==> src/rtl/tlr_pkg.sv <==
package tlr_pkg;
  typedef struct packed {
    logic legacyOn;
    logic legacyRise;
    logic legacyFall;
    logic heldLevel;
  } tlrCtrl_t;
endpackage

==> src/rtl/tlr_ctrl.sv <==
module tlr_ctrl
  import tlr_pkg::*;
(
  input  logic     clk,
  input  logic     rst,
  input  logic     legacyEn,
  input  logic     rtcIrq,
  output tlrCtrl_t ctrlS
);
  logic legacyQ;
  logic rtcLevelQ;

  // previous legacy bit and last clock level, recorded every edge
  always_ff @(posedge clk) begin
    if (rst) begin
      legacyQ   <= 1'b0;
      rtcLevelQ <= 1'b0;
    end else begin
      legacyQ   <= legacyEn;
      rtcLevelQ <= rtcIrq;
    end
  end

  always_comb begin
    ctrlS.legacyOn   = legacyEn;
    ctrlS.legacyRise = legacyEn & ~legacyQ;
    ctrlS.legacyFall = ~legacyEn & legacyQ;
    ctrlS.heldLevel  = rtcLevelQ;
  end
endmodule

==> src/rtl/tlr_datapath.sv <==
module tlr_datapath
  import tlr_pkg::*;
#(
  parameter int NUM_TIMERS = 4,
  parameter int NUM_LINES  = 24,
  parameter int ROUTE_W    = 5,
  parameter int T0_LINE    = 0,
  parameter int CLK_LINE   = 8
) (
  input  logic                          clk,
  input  logic                          rst,
  input  tlrCtrl_t                      ctrlS,
  input  logic                          rtcIrq,
  input  logic [NUM_TIMERS-1:0]         timerIrq,
  input  logic [NUM_TIMERS*ROUTE_W-1:0] timerRoute,
  output logic [NUM_LINES-1:0]          irqLines
);
  localparam int LEGACY_TIMERS = 2;

  logic [ROUTE_W-1:0]   effRoute [NUM_TIMERS];
  logic [NUM_LINES-1:0] hitVec   [NUM_TIMERS];
  logic [NUM_LINES-1:0] timerOr;
  logic [NUM_LINES-1:0] clockVec;
  logic                 clkNext;

  for (genvar t = 0; t < NUM_TIMERS; t++) begin : g_timer
    if (t < LEGACY_TIMERS) begin : g_legacy
      localparam int FIXED_LINE = (t == 0) ? T0_LINE : CLK_LINE;
      assign effRoute[t] = ctrlS.legacyOn ? ROUTE_W'(FIXED_LINE)
                                          : timerRoute[t*ROUTE_W +: ROUTE_W];
    end else begin : g_plain
      assign effRoute[t] = timerRoute[t*ROUTE_W +: ROUTE_W];
    end
    for (genvar l = 0; l < NUM_LINES; l++) begin : g_line
      assign hitVec[t][l] = timerIrq[t] && (effRoute[t] == ROUTE_W'(l));
    end
  end

  always_comb begin
    timerOr = '0;
    for (int t = 0; t < NUM_TIMERS; t++) begin
      timerOr = timerOr | hitVec[t];
    end
  end

  // clock contribution to its reserved line
  always_comb begin
    if (ctrlS.legacyFall)      clkNext = ctrlS.heldLevel;
    else if (ctrlS.legacyRise) clkNext = 1'b0;
    else if (ctrlS.legacyOn)   clkNext = 1'b0;
    else                       clkNext = rtcIrq;
  end

  for (genvar l = 0; l < NUM_LINES; l++) begin : g_clk
    if (l == CLK_LINE) begin : g_on
      assign clockVec[l] = clkNext;
    end else begin : g_off
      assign clockVec[l] = 1'b0;
    end
  end

  always_ff @(posedge clk) begin
    if (rst) irqLines <= '0;
    else     irqLines <= timerOr | clockVec;
  end
endmodule

==> src/rtl/timer_irq_router.sv <==
module timer_irq_router
  import tlr_pkg::*;
#(
  parameter int NUM_TIMERS = 4,
  parameter int NUM_LINES  = 24,
  parameter int ROUTE_W    = 5,
  parameter int T0_LINE    = 0,
  parameter int CLK_LINE   = 8
) (
  input  logic                          clk,
  input  logic                          rst,
  input  logic                          legacyEn,
  input  logic                          rtcIrq,
  input  logic [NUM_TIMERS-1:0]         timerIrq,
  input  logic [NUM_TIMERS*ROUTE_W-1:0] timerRoute,
  output logic [NUM_LINES-1:0]          irqLines
);
  tlrCtrl_t ctrlS;

  tlr_ctrl ctrl_i (
    .clk      (clk),
    .rst      (rst),
    .legacyEn (legacyEn),
    .rtcIrq   (rtcIrq),
    .ctrlS    (ctrlS)
  );

  tlr_datapath #(
    .NUM_TIMERS (NUM_TIMERS),
    .NUM_LINES  (NUM_LINES),
    .ROUTE_W    (ROUTE_W),
    .T0_LINE    (T0_LINE),
    .CLK_LINE   (CLK_LINE)
  ) dp_i (
    .clk        (clk),
    .rst        (rst),
    .ctrlS      (ctrlS),
    .rtcIrq     (rtcIrq),
    .timerIrq   (timerIrq),
    .timerRoute (timerRoute),
    .irqLines   (irqLines)
  );
endmodule

==> config.mk <==
export PLATFORM = sky130hd
export DESIGN_NAME = timer_irq_router
export DESIGN_NICKNAME = d
export VERILOG_FILES = /design/src/rtl/tlr_pkg.sv /design/src/rtl/tlr_ctrl.sv /design/src/rtl/tlr_datapath.sv /design/src/rtl/timer_irq_router.sv
export SDC_FILE = /design/constraint.sdc
export NUM_CORES = 1
export LEC_CHECK = 0
export BUFFER_PORTS_ARGS = -buffer_cell sky130_fd_sc_hd__buf_2
export CORE_MARGIN = 2
export CORE_UTILIZATION = 50
export CTS_CLUSTER_DIAMETER = 60
export DETAILED_ROUTE_END_ITERATION = 7
export PLACE_DENSITY_LB_ADDON = 0.12
export SLEW_MARGIN = 20
export SYNTH_ARGS = -nofsm -noshare
export SYNTH_HDL_FRONTEND = slang
export SYNTH_HIERARCHICAL = 1
export SYNTH_SLANG_ARGS = --single-unit
==> constraint.sdc <==
create_clock -name clk -period 1.8 [get_ports clk]
set_input_delay 0.27 -clock clk [delete_from_list [all_inputs] [get_ports clk]]
set_output_delay 0.27 -clock clk [all_outputs]
set_load 0.05 [all_outputs]
# After elaboration in Yosys (flattened, before gate mapping)
# Index checks and enable logic that the tools add are counted.
dict set report word_totals {
  in_bits 28
  elab_cells 208
  out_inout_bits 24
  register_bits 26
}
dict set report op_classes {
  n_eq_ne 92
  n_reduce_logical 100
  bitwise_logic 8
  mux 5
}
# cell n
set op_table {}
lappend op_table {{$eq A5 B4 Y1 const B} 32}
lappend op_table {{$eq A5 B5 Y1 const B} 32}
lappend op_table {{$logic_and A1 B1 Y1} 96}
lappend op_table {{$eq A5 B3 Y1 const B} 16}
lappend op_table {{$or A24 B24 Y24} 3}
lappend op_table {{$eq A5 B2 Y1 const B} 8}
lappend op_table {{$or A24 B9 Y24} 1}
lappend op_table {{$eq A5 B1 Y1 const B} 4}
lappend op_table {{$logic_not A5 Y1} 4}
lappend op_table {{$mux W5} 2}
lappend op_table {{$mux W1} 3}
lappend op_table {{$and A1 B1 Y1} 2}
lappend op_table {{$not A1 Y1} 2}

# Longest topological paths before layout
# Gate-level depths: netlist of run 1.
dict set report logic_depth {
  ltp_word 7
  mapped_depth 6
  mapped_depth_nobuf 4
}

# By module
# Netlist of run 1, hierarchy kept.
# mod n_inst area_per_inst_um2 cells_each seq_area_each_um2
set modules_own_cells {}
lappend modules_own_cells {tlr_datapath 1 1441.4 177 480.5}
lappend modules_own_cells {tlr_ctrl 1 80.1 8 40.0}

# Worst setup path before layout of run 1
# Ideal clock, no wire load.
dict set report synth_timing {
  path_kind {input -> register}
  startpoint {input port legacyEn}
  endpoint {register dp_i.irqLines[4]}
  setup_time_ns 0.131
  required_time_ns 1.669
  path_stages 6
  path_buffers 3
  setup_slack_ns 0.421
  t_arrival_ns 1.248
  path_cell_list {buf_4 -> buf_2 -> buf_2 -> o21a_1 -> a221oi_1 -> a21oi_2}
}
dict set report synth_via {
  elab_chain_cells 7
  elab_cells_between_ends 10
  classes_between {eq/ne (2); mux (2); bitwise (4); reduce/logical (2)}
}
# element line
set synth_lines {}
lappend synth_lines {{start: declaration} timer_irq_router.sv:12} ;# input logic legacyEn,
lappend synth_lines {{$mux W5} tlr_datapath.sv:29} ;# assign effRoute[t] = ctrlS.legacyOn ? ROUTE_W'(FIXED_LINE)
lappend synth_lines {{$eq A5 B3 Y1} tlr_datapath.sv:35} ;# assign hitVec[t][l] = timerIrq[t] && (effRoute[t] == ROUTE_W'(l));
lappend synth_lines {{$logic_and A1 B1 Y1} tlr_datapath.sv:35}
lappend synth_lines {{$or A24 B24 Y24 * (3 in series)} tlr_datapath.sv:42} ;# timerOr = timerOr | hitVec[t];
lappend synth_lines {{$or A24 B9 Y24 *} tlr_datapath.sv:64} ;# else irqLines <= timerOr | clockVec;
lappend synth_lines {{end signal: assignment} tlr_datapath.sv:64}
lappend synth_lines {{end: declaration} tlr_datapath.sv:16} ;# output logic [NUM_LINES-1:0] irqLines
# Mark *: on every way between the ends. The rest lies on a longest branch, timed or not.
# A chain may end at the register's enable or synchronous reset.

# Worst setup path in the final report of run 1
dict set report layout_timing {
  startpoint {input port legacyEn}
  endpoint {register dp_i.irqLines[3]}
}
dict set report layout_via {
  elab_chain_cells 7
  elab_cells_between_ends 10
  classes_between {eq/ne (2); mux (2); bitwise (4); reduce/logical (2)}
}
# element line
set layout_lines {}
lappend layout_lines {{$mux W5} tlr_datapath.sv:29}
lappend layout_lines {{$eq A5 B2 Y1} tlr_datapath.sv:35}
lappend layout_lines {{$logic_and A1 B1 Y1} tlr_datapath.sv:35}
lappend layout_lines {{$or A24 B24 Y24 * (3 in series)} tlr_datapath.sv:42}
lappend layout_lines {{$or A24 B9 Y24 *} tlr_datapath.sv:64}
# Marks and branches as above.

==> results.json, run 1 <==
{
  "place_area_um2": 1780,
  "cts_made_buffers": 3,
  "yosysWarningCount": 6,
  "synth_top_area_share_pct": 34.2,
  "critPathBufInv": 1,
  "die-area_um2": 3500,
  "cts_tree": "built",
  "pwr_density_cell_nw_per_um2": 678,
  "start_kind": "input port",
  "gr-total-overflow": 0,
  "slew_headroom_pct": 59.1,
  "hold_class": "in2reg",
  "num_vias": 1716,
  "num-fill-cells": 274,
  "grt_max_degree": 27,
  "htreeDepth": 1,
  "die_h_um": 59.2,
  "worst_pin_slew_ps": 609,
  "crit_path_max_fanout": 23,
  "fp-row-count": 20,
  "synth.distinct_cells": 33,
  "worstHoldPathCells": 2,
  "ant_nets": 0,
  "hpwlAfterDp_um": 3470,
  "ys_top_cells_by_area": "dfxtp_1 34%, a222oi_1 9.2%, a21oi_1 7.2%, nor2b_1 5.3%, a22oi_1 4.4%",
  "status": "completed",
  "worst_ep_required_time_ps": 2020,
  "postCtsHoldBufs": 0,
  "synth_area_leader_cell": "dfxtp_1",
  "drt-initial-drc-count": 151,
  "antenna_found_initial": 0,
  "place.gp.congestion": 0.972,
  "fin_skew_ps": 0.0768,
  "grt_pass1_vias": 1552,
  "synth-edff-count": 0,
  "drv_slew": 0,
  "cts.clk_slew.worst_paths_ps": 140,
  "crit_type": "in2reg",
  "rsz0062_at_grt": "no",
  "dominantRegCellSynth": "dfxtp_1",
  "cts_max_path_buffers": 2,
  "ios": 52,
  "drt_first_pass_iters": 6,
  "rr_startpoint": "ctrl_i/legacyQ",
  "min_to": "ctrl_i/rtcLevelQ",
  "peakVddDrop_uv": 338,
  "stdcell_count": 265,
  "antenna_cells": 0,
  "fin_crit_ps": 1310,
  "slowest_delay_ps": 380,
  "io_buffers": 51,
  "start_util_pct": 51.1,
  "cts_setup_buffers": 0,
  "crit_chain": "buf_2, and3b_1, nor2b_1, a222oi_1, a21oi_1",
  "clk_latency_ps": 330,
  "core_area_um2": 2980,
  "wl_um": 4600,
  "cts_resized": 0,
  "drc": 0,
  "finalSetupViolCount": 0,
  "drive_gt1_share_pct": 26.7,
  "cp-end-kind": "register",
  "min-delay-start": "rtcIrq",
  "hold_violations": 0,
  "placed_cells": 261,
  "arrival_ps": 1530,
  "clock_tree.root_cell": "clkbuf_4",
  "synth_seq_area_share_pct": 34.2,
  "cap_violations": 0,
  "routedWlPerCell_um": 17.4,
  "cp_slowest_cell": "a222oi_1",
  "r2r_end": "dp_i/irqLines[8]",
  "syn_to_final_growth_pct": 20.4,
  "avgViaCountPerCell": 6.48,
  "rrSetupSlack_ps": 650,
  "async_reset_ff_share_pct": 0,
  "finalPower_mw": 1.24,
  "synth_seq_cells": 26,
  "final_area_um2": 1830,
  "fmax_mhz": 763,
  "setup_tns_ps": 0,
  "min_period_over_period_pct": 72.8,
  "synthCells": 185,
  "synth_common_cells": "26 x dfxtp_1, 22 x a21oi_1, 16 x nand2_1, 15 x nor2_1, 14 x a222oi_1",
  "fin_nets": 261,
  "grt_pass1_wl_um": 7210,
  "die_w_um": 59.2,
  "p_leak_nw": 0.743,
  "track_usage_pct": 27.3,
  "yosysMostFrequentCell": "dfxtp_1",
  "critPathTopFamily": "compound AO/OA/AOI/OAI gates",
  "syn_nets": 213,
  "cts_sinks": 26,
  "syn_area_um2": 1520,
  "reg2regPathDepth": 4,
  "syn_area_per_cell_um2": 8.22
}
[cell usage in the layout (no fill, tap or decap)]
| cell | synthesis | routed |
|---|---|---|
| clkbuf_4 | 0 | 3 |
| and2b_1 | 5 | 5 |
| nor2b_1 | 13 | 13 |
| buf_2 | 4 | 51 |
| bufinv_16 | 0 | 1 |
| nor3b_1 | 5 | 5 |
| nand2b_1 | 7 | 7 |
| nor3_2 | 2 | 2 |
| nand3_1 | 1 | 1 |
| buf_4 | 2 | 1 |
| a221oi_1 | 3 | 3 |
| o21ai_0 | 2 | 2 |
| o21a_1 | 1 | 1 |
| and3_1 | 2 | 2 |
| a21oi_2 | 1 | 1 |
| a31oi_1 | 3 | 3 |
| and2_1 | 2 | 2 |
| nand3b_1 | 3 | 3 |
| and3b_1 | 3 | 3 |
| or4b_4 | 1 | 1 |
| a21oi_1 | 22 | 22 |
| nor3_1 | 7 | 7 |
| nor4b_1 | 1 | 1 |
| nor2_1 | 15 | 15 |
| o211ai_1 | 2 | 2 |
| inv_1 | 3 | 3 |
| nand2_1 | 16 | 16 |
| dfxtp_1 | 26 | 26 |
| a32oi_1 | 3 | 3 |
| o21bai_1 | 2 | 2 |
| a222oi_1 | 14 | 14 |
| nor3b_2 | 2 | 2 |
| a22oi_1 | 9 | 9 |
[sequential cells by signal, indices dropped and copies added (netlist names)]
signal	cells
ctrl_i/legacyQ	1
ctrl_i/rtcLevelQ	1
dp_i/irqLines	24
[per-layer routing]
metal / routed length (µm) / part of all wire, % / global-route usage [%]
met1: 1830 / 40 / 34.1
met4: 100 / 2.2 / 12.3
met3: 449 / 9.8 / 5.46
met2: 2220 / 48 / 45.1
met5: 0 / 0 / 0
[through the flow]
stage                     hold WS, ps  utilization (%)  setup slack, ps
final                             157             61.5              490
after global routing              191             61.5              429
after CTS                         159             61.5              544
after detailed placement          505             59.7              178
after global placement            505             59.7              261
after floorplan                   339                -              421
[worst max path at each step]
stage | from | to | slack, ps | depth (start not counted)
3_5_place_dp | legacyEn | dp_i/irqLines[3] | 180 | 5
5_1_grt | legacyEn | dp_i/irqLines[2] | 430 | 5
4_1_cts | legacyEn | dp_i/irqLines[3] | 540 | 5
6_report | legacyEn | dp_i/irqLines[3] | 490 | 5
3_3_place_gp | legacyEn | dp_i/irqLines[3] | 260 | 5
2_1_floorplan | legacyEn | dp_i/irqLines[4] | 420 | 6
[where the power goes]
group	switching, mW	total (mW)	internal, mW
combinational	0.167	0.244	0.0769
sequential	0.00298	0.593	0.590
clock	0.180	0.405	0.225
total	0.350	1.24	0.892
[cell families (layout without fill, tap and decap cells)]
kind of cell	count (synthesis)	after routing	synth area share, %
buffers and inverters	12	59	3.78
AO/OA/AOI/OAI	62	62	29.3
flip-flops	26	26	34.2
AND/OR/NAND/NOR	85	85	32.7
[layout make-up]
cell class	instances	area, µm²	share of cell area [%]
tap	33	41.3	2.25
multi-input combinational	147	943	51.5
inverter	3	11.3	0.615
clock inverter	1	30.0	1.64
sequential	26	520	28.4
timing repair buffer	52	263	14.3
clock buffer	3	22.5	1.23
[worst reg2reg max path, stage by stage (launching register included)]
cell	delay [ps]
dfxtp_1	340
nor2b_1	140
nor4b_1	310
a221oi_1	90
a31oi_1	210
Note: power is estimated with default switching activity, not from simulation.
==> inputs of run 2 (changes only) <==
--- a/config.mk
+++ b/config.mk
@@ -5,9 +5,10 @@
 export SDC_FILE = /design/constraint.sdc
 export NUM_CORES = 1
 export LEC_CHECK = 0
+export ABC_AREA = 1
 export BUFFER_PORTS_ARGS = -buffer_cell sky130_fd_sc_hd__buf_2
 export CORE_MARGIN = 2
-export CORE_UTILIZATION = 50
+export CORE_UTILIZATION = 53
 export CTS_CLUSTER_DIAMETER = 60
 export DETAILED_ROUTE_END_ITERATION = 7
 export PLACE_DENSITY_LB_ADDON = 0.12
==> constraint.sdc (replaced) <==
create_clock -name clk -period 1.3 [get_ports clk]
set_input_delay 0.195 -clock clk [delete_from_list [all_inputs] [get_ports clk]]
set_output_delay 0.195 -clock clk [all_outputs]
set_load 0.05 [all_outputs]
==> run 2 against run 1 <==
Net effect: cell count increased by 72%; sequential power increased by 39%; via count rose by 34%; area after synthesis grew 33%; total power rose by 40%; critical path depth decreased by 4.
==> results.json, run 2 <==
{
  "status": "completed",
  "ys_top_cells_by_area": "dfxtp_1 26%, nand3_1 23%, nand2_1 17%, inv_1 13%, nor2_1 5.4%",
  "largest_reg_flops": 24,
  "crit_type": "reg2out",
  "post-place-ws_ps": -23.9,
  "async_reset_ff_share_pct": 0,
  "syn_area_per_cell_um2": 5.78,
  "ios": 52,
  "cts_setup_buffers": 0,
  "hold_violations": 0,
  "syn_nets": 378,
  "min_period_over_period_pct": 81.5,
  "start_kind": "register",
  "cp_slowest_cell": "dfxtp_1",
  "yosysMostFrequentCell": "nand2_1",
  "die-area_um2": 4330,
  "drv_slew": 0,
  "hold_class": "in2reg",
  "final_common_cell": "nand2_1",
  "synthCells": 350,
  "arrival_ps": 870,
  "placed_cells": 454,
  "slew_headroom_pct": 65.6,
  "cap_violations": 0,
  "drc": 0,
  "synth_area_leader_cell": "dfxtp_1",
  "cts_sinks": 26,
  "ant_nets": 0,
  "antenna_cells": 0,
  "gr-total-overflow": 0,
  "cts.clk_slew.worst_paths_ps": 90,
  "fin_crit_ps": 1060,
  "start_util_pct": 55.2,
  "synth-edff-count": 0,
  "stdcell_count": 457,
  "drive_gt1_share_pct": 23.0,
  "grt_pass1_wl_um": 9090,
  "rsz0062_at_grt": "no",
  "postCtsHoldBufs": 0,
  "clock_tree.root_cell": "clkbuf_8",
  "io_buffers": 51,
  "antenna_found_initial": 0,
  "routedWlPerCell_um": 11.8,
  "core_area_um2": 3660,
  "pwr_density_cell_nw_per_um2": 723,
  "cp-end-kind": "primary output",
  "drt-initial-drc-count": 223,
  "hpwlAfterDp_um": 4300,
  "dominantRegCellSynth": "dfxtp_1",
  "p_leak_nw": 1.50,
  "cts_made_buffers": 3,
  "synth_common_cells": "94 x nand2_1, 91 x nand3_1, 72 x inv_1, 29 x nor2_1, 26 x dfxtp_1",
  "critPathBufInv": 1,
  "crit_chain": "buf_2",
  "cts_resized": 0,
  "die_w_um": 65.8,
  "grt_pass1_vias": 1970,
  "synth.distinct_cells": 21,
  "yosysWarningCount": 6,
  "num_vias": 2303,
  "synth_top_area_share_pct": 25.7,
  "wl_um": 5380,
  "drt_first_pass_iters": 7,
  "setup_ws_ps": 240,
  "fp-row-count": 22,
  "worst_ep_required_time_ps": 1110,
  "syn_area_um2": 2020,
  "worst_pin_slew_ps": 512,
  "finalSetupViolCount": 0,
  "largest_register": "dp_i/irqLines",
  "final_cell_mix": "94 x nand2_1, 91 x nand3_1, 72 x inv_1",
  "grt_max_degree": 24,
  "avgViaCountPerCell": 5.04,
  "syn_to_final_growth_pct": 18.7,
  "crit_path_max_fanout": 1,
  "num-fill-cells": 374,
  "top_regs": "dp_i/irqLines x24, ctrl_i/legacyQ x1, ctrl_i/rtcLevelQ x1",
  "clk_latency_ps": 260,
  "htreeDepth": 1,
  "fin_skew_ps": 0.131,
  "fin_nets": 439,
  "synth_seq_area_share_pct": 25.7,
  "place.gp.congestion": 0.919,
  "cts_max_path_buffers": 2,
  "synth_seq_cells": 26,
  "cts_tree": "built",
  "slowest_delay_ps": 340,
  "die_h_um": 65.8,
  "fmax_mhz": 943,
  "critPathTopFamily": "flip-flops",
  "peakVddDrop_uv": 522,
  "track_usage_pct": 27.0
}
-- run 2: through the flow --
step | total power [mW] | TNS, ps | hold slack [ps] | area [µm²] | utilization [%]
final | 1.74 | 0 | 119 | 2400 | 65.6
after detailed placement | 1.30 | -23.9 | 404 | 2360 | 64.5
after CTS | 1.75 | 0 | 116 | 2400 | 65.6
after floorplan | 1.15 | 0 | 266 | 2020 | -
after global placement | 1.29 | 0 | 401 | 2360 | 64.5
after global routing | 1.84 | 0 | 121 | 2400 | 65.6
-- run 2: cell families (layout without fill, tap and decap cells) --
| family | count (synthesis) | after routing | synth area share, % |
|---|---|---|---|
| and+or+nand+nor | 232 | 232 | 53.6 |
| buffers and inverters | 87 | 146 | 18.7 |
| DFF | 26 | 26 | 25.7 |
| AOI/OAI and AO/OA | 5 | 5 | 1.92 |
-- run 2: worst paths after layout --
path / to / slack [ps] / start / cells past startpoint
max: irqLines[3] / 240 / dp_i/irqLines[3] / 1
max reg2reg: dp_i/irqLines[8] / 270 / ctrl_i/legacyQ / 7
min reg2reg: dp_i/irqLines[8] / 660 / ctrl_i/rtcLevelQ / 5
min: ctrl_i/rtcLevelQ / 120 / rst / 2
-- run 2: final cells by class --
type	count	area [µm²]	area share, %
flip-flops and latches	26	520	21.7
multi-input cells	237	1120	46.7
clock buffers	3	41.3	1.72
repair buffers	65	360	15.0
inverters	78	297	12.4
well taps	48	60.1	2.50
-- run 2: layer usage --
layer | vias to the layer above | GRT usage, % | share of wire [%]
li1 | 1188 | - | -
met1 | 986 | 37.6 | 46
met2 | 123 | 44.8 | 46
met3 | 6 | 2.57 | 7.4
met4 | 0 | 6.25 | 0.84
met5 | - | 0 | 0
-- run 2: power by group --
part / total (mW) / internal, mW / switching [mW] / leakage [nW]
registers: 0.822 / 0.817 / 0.00488 / 0.211
clock network: 0.452 / 0.207 / 0.245 / 0.0216
logic: 0.462 / 0.136 / 0.326 / 1.27
total: 1.74 / 1.16 / 0.576 / 1.50
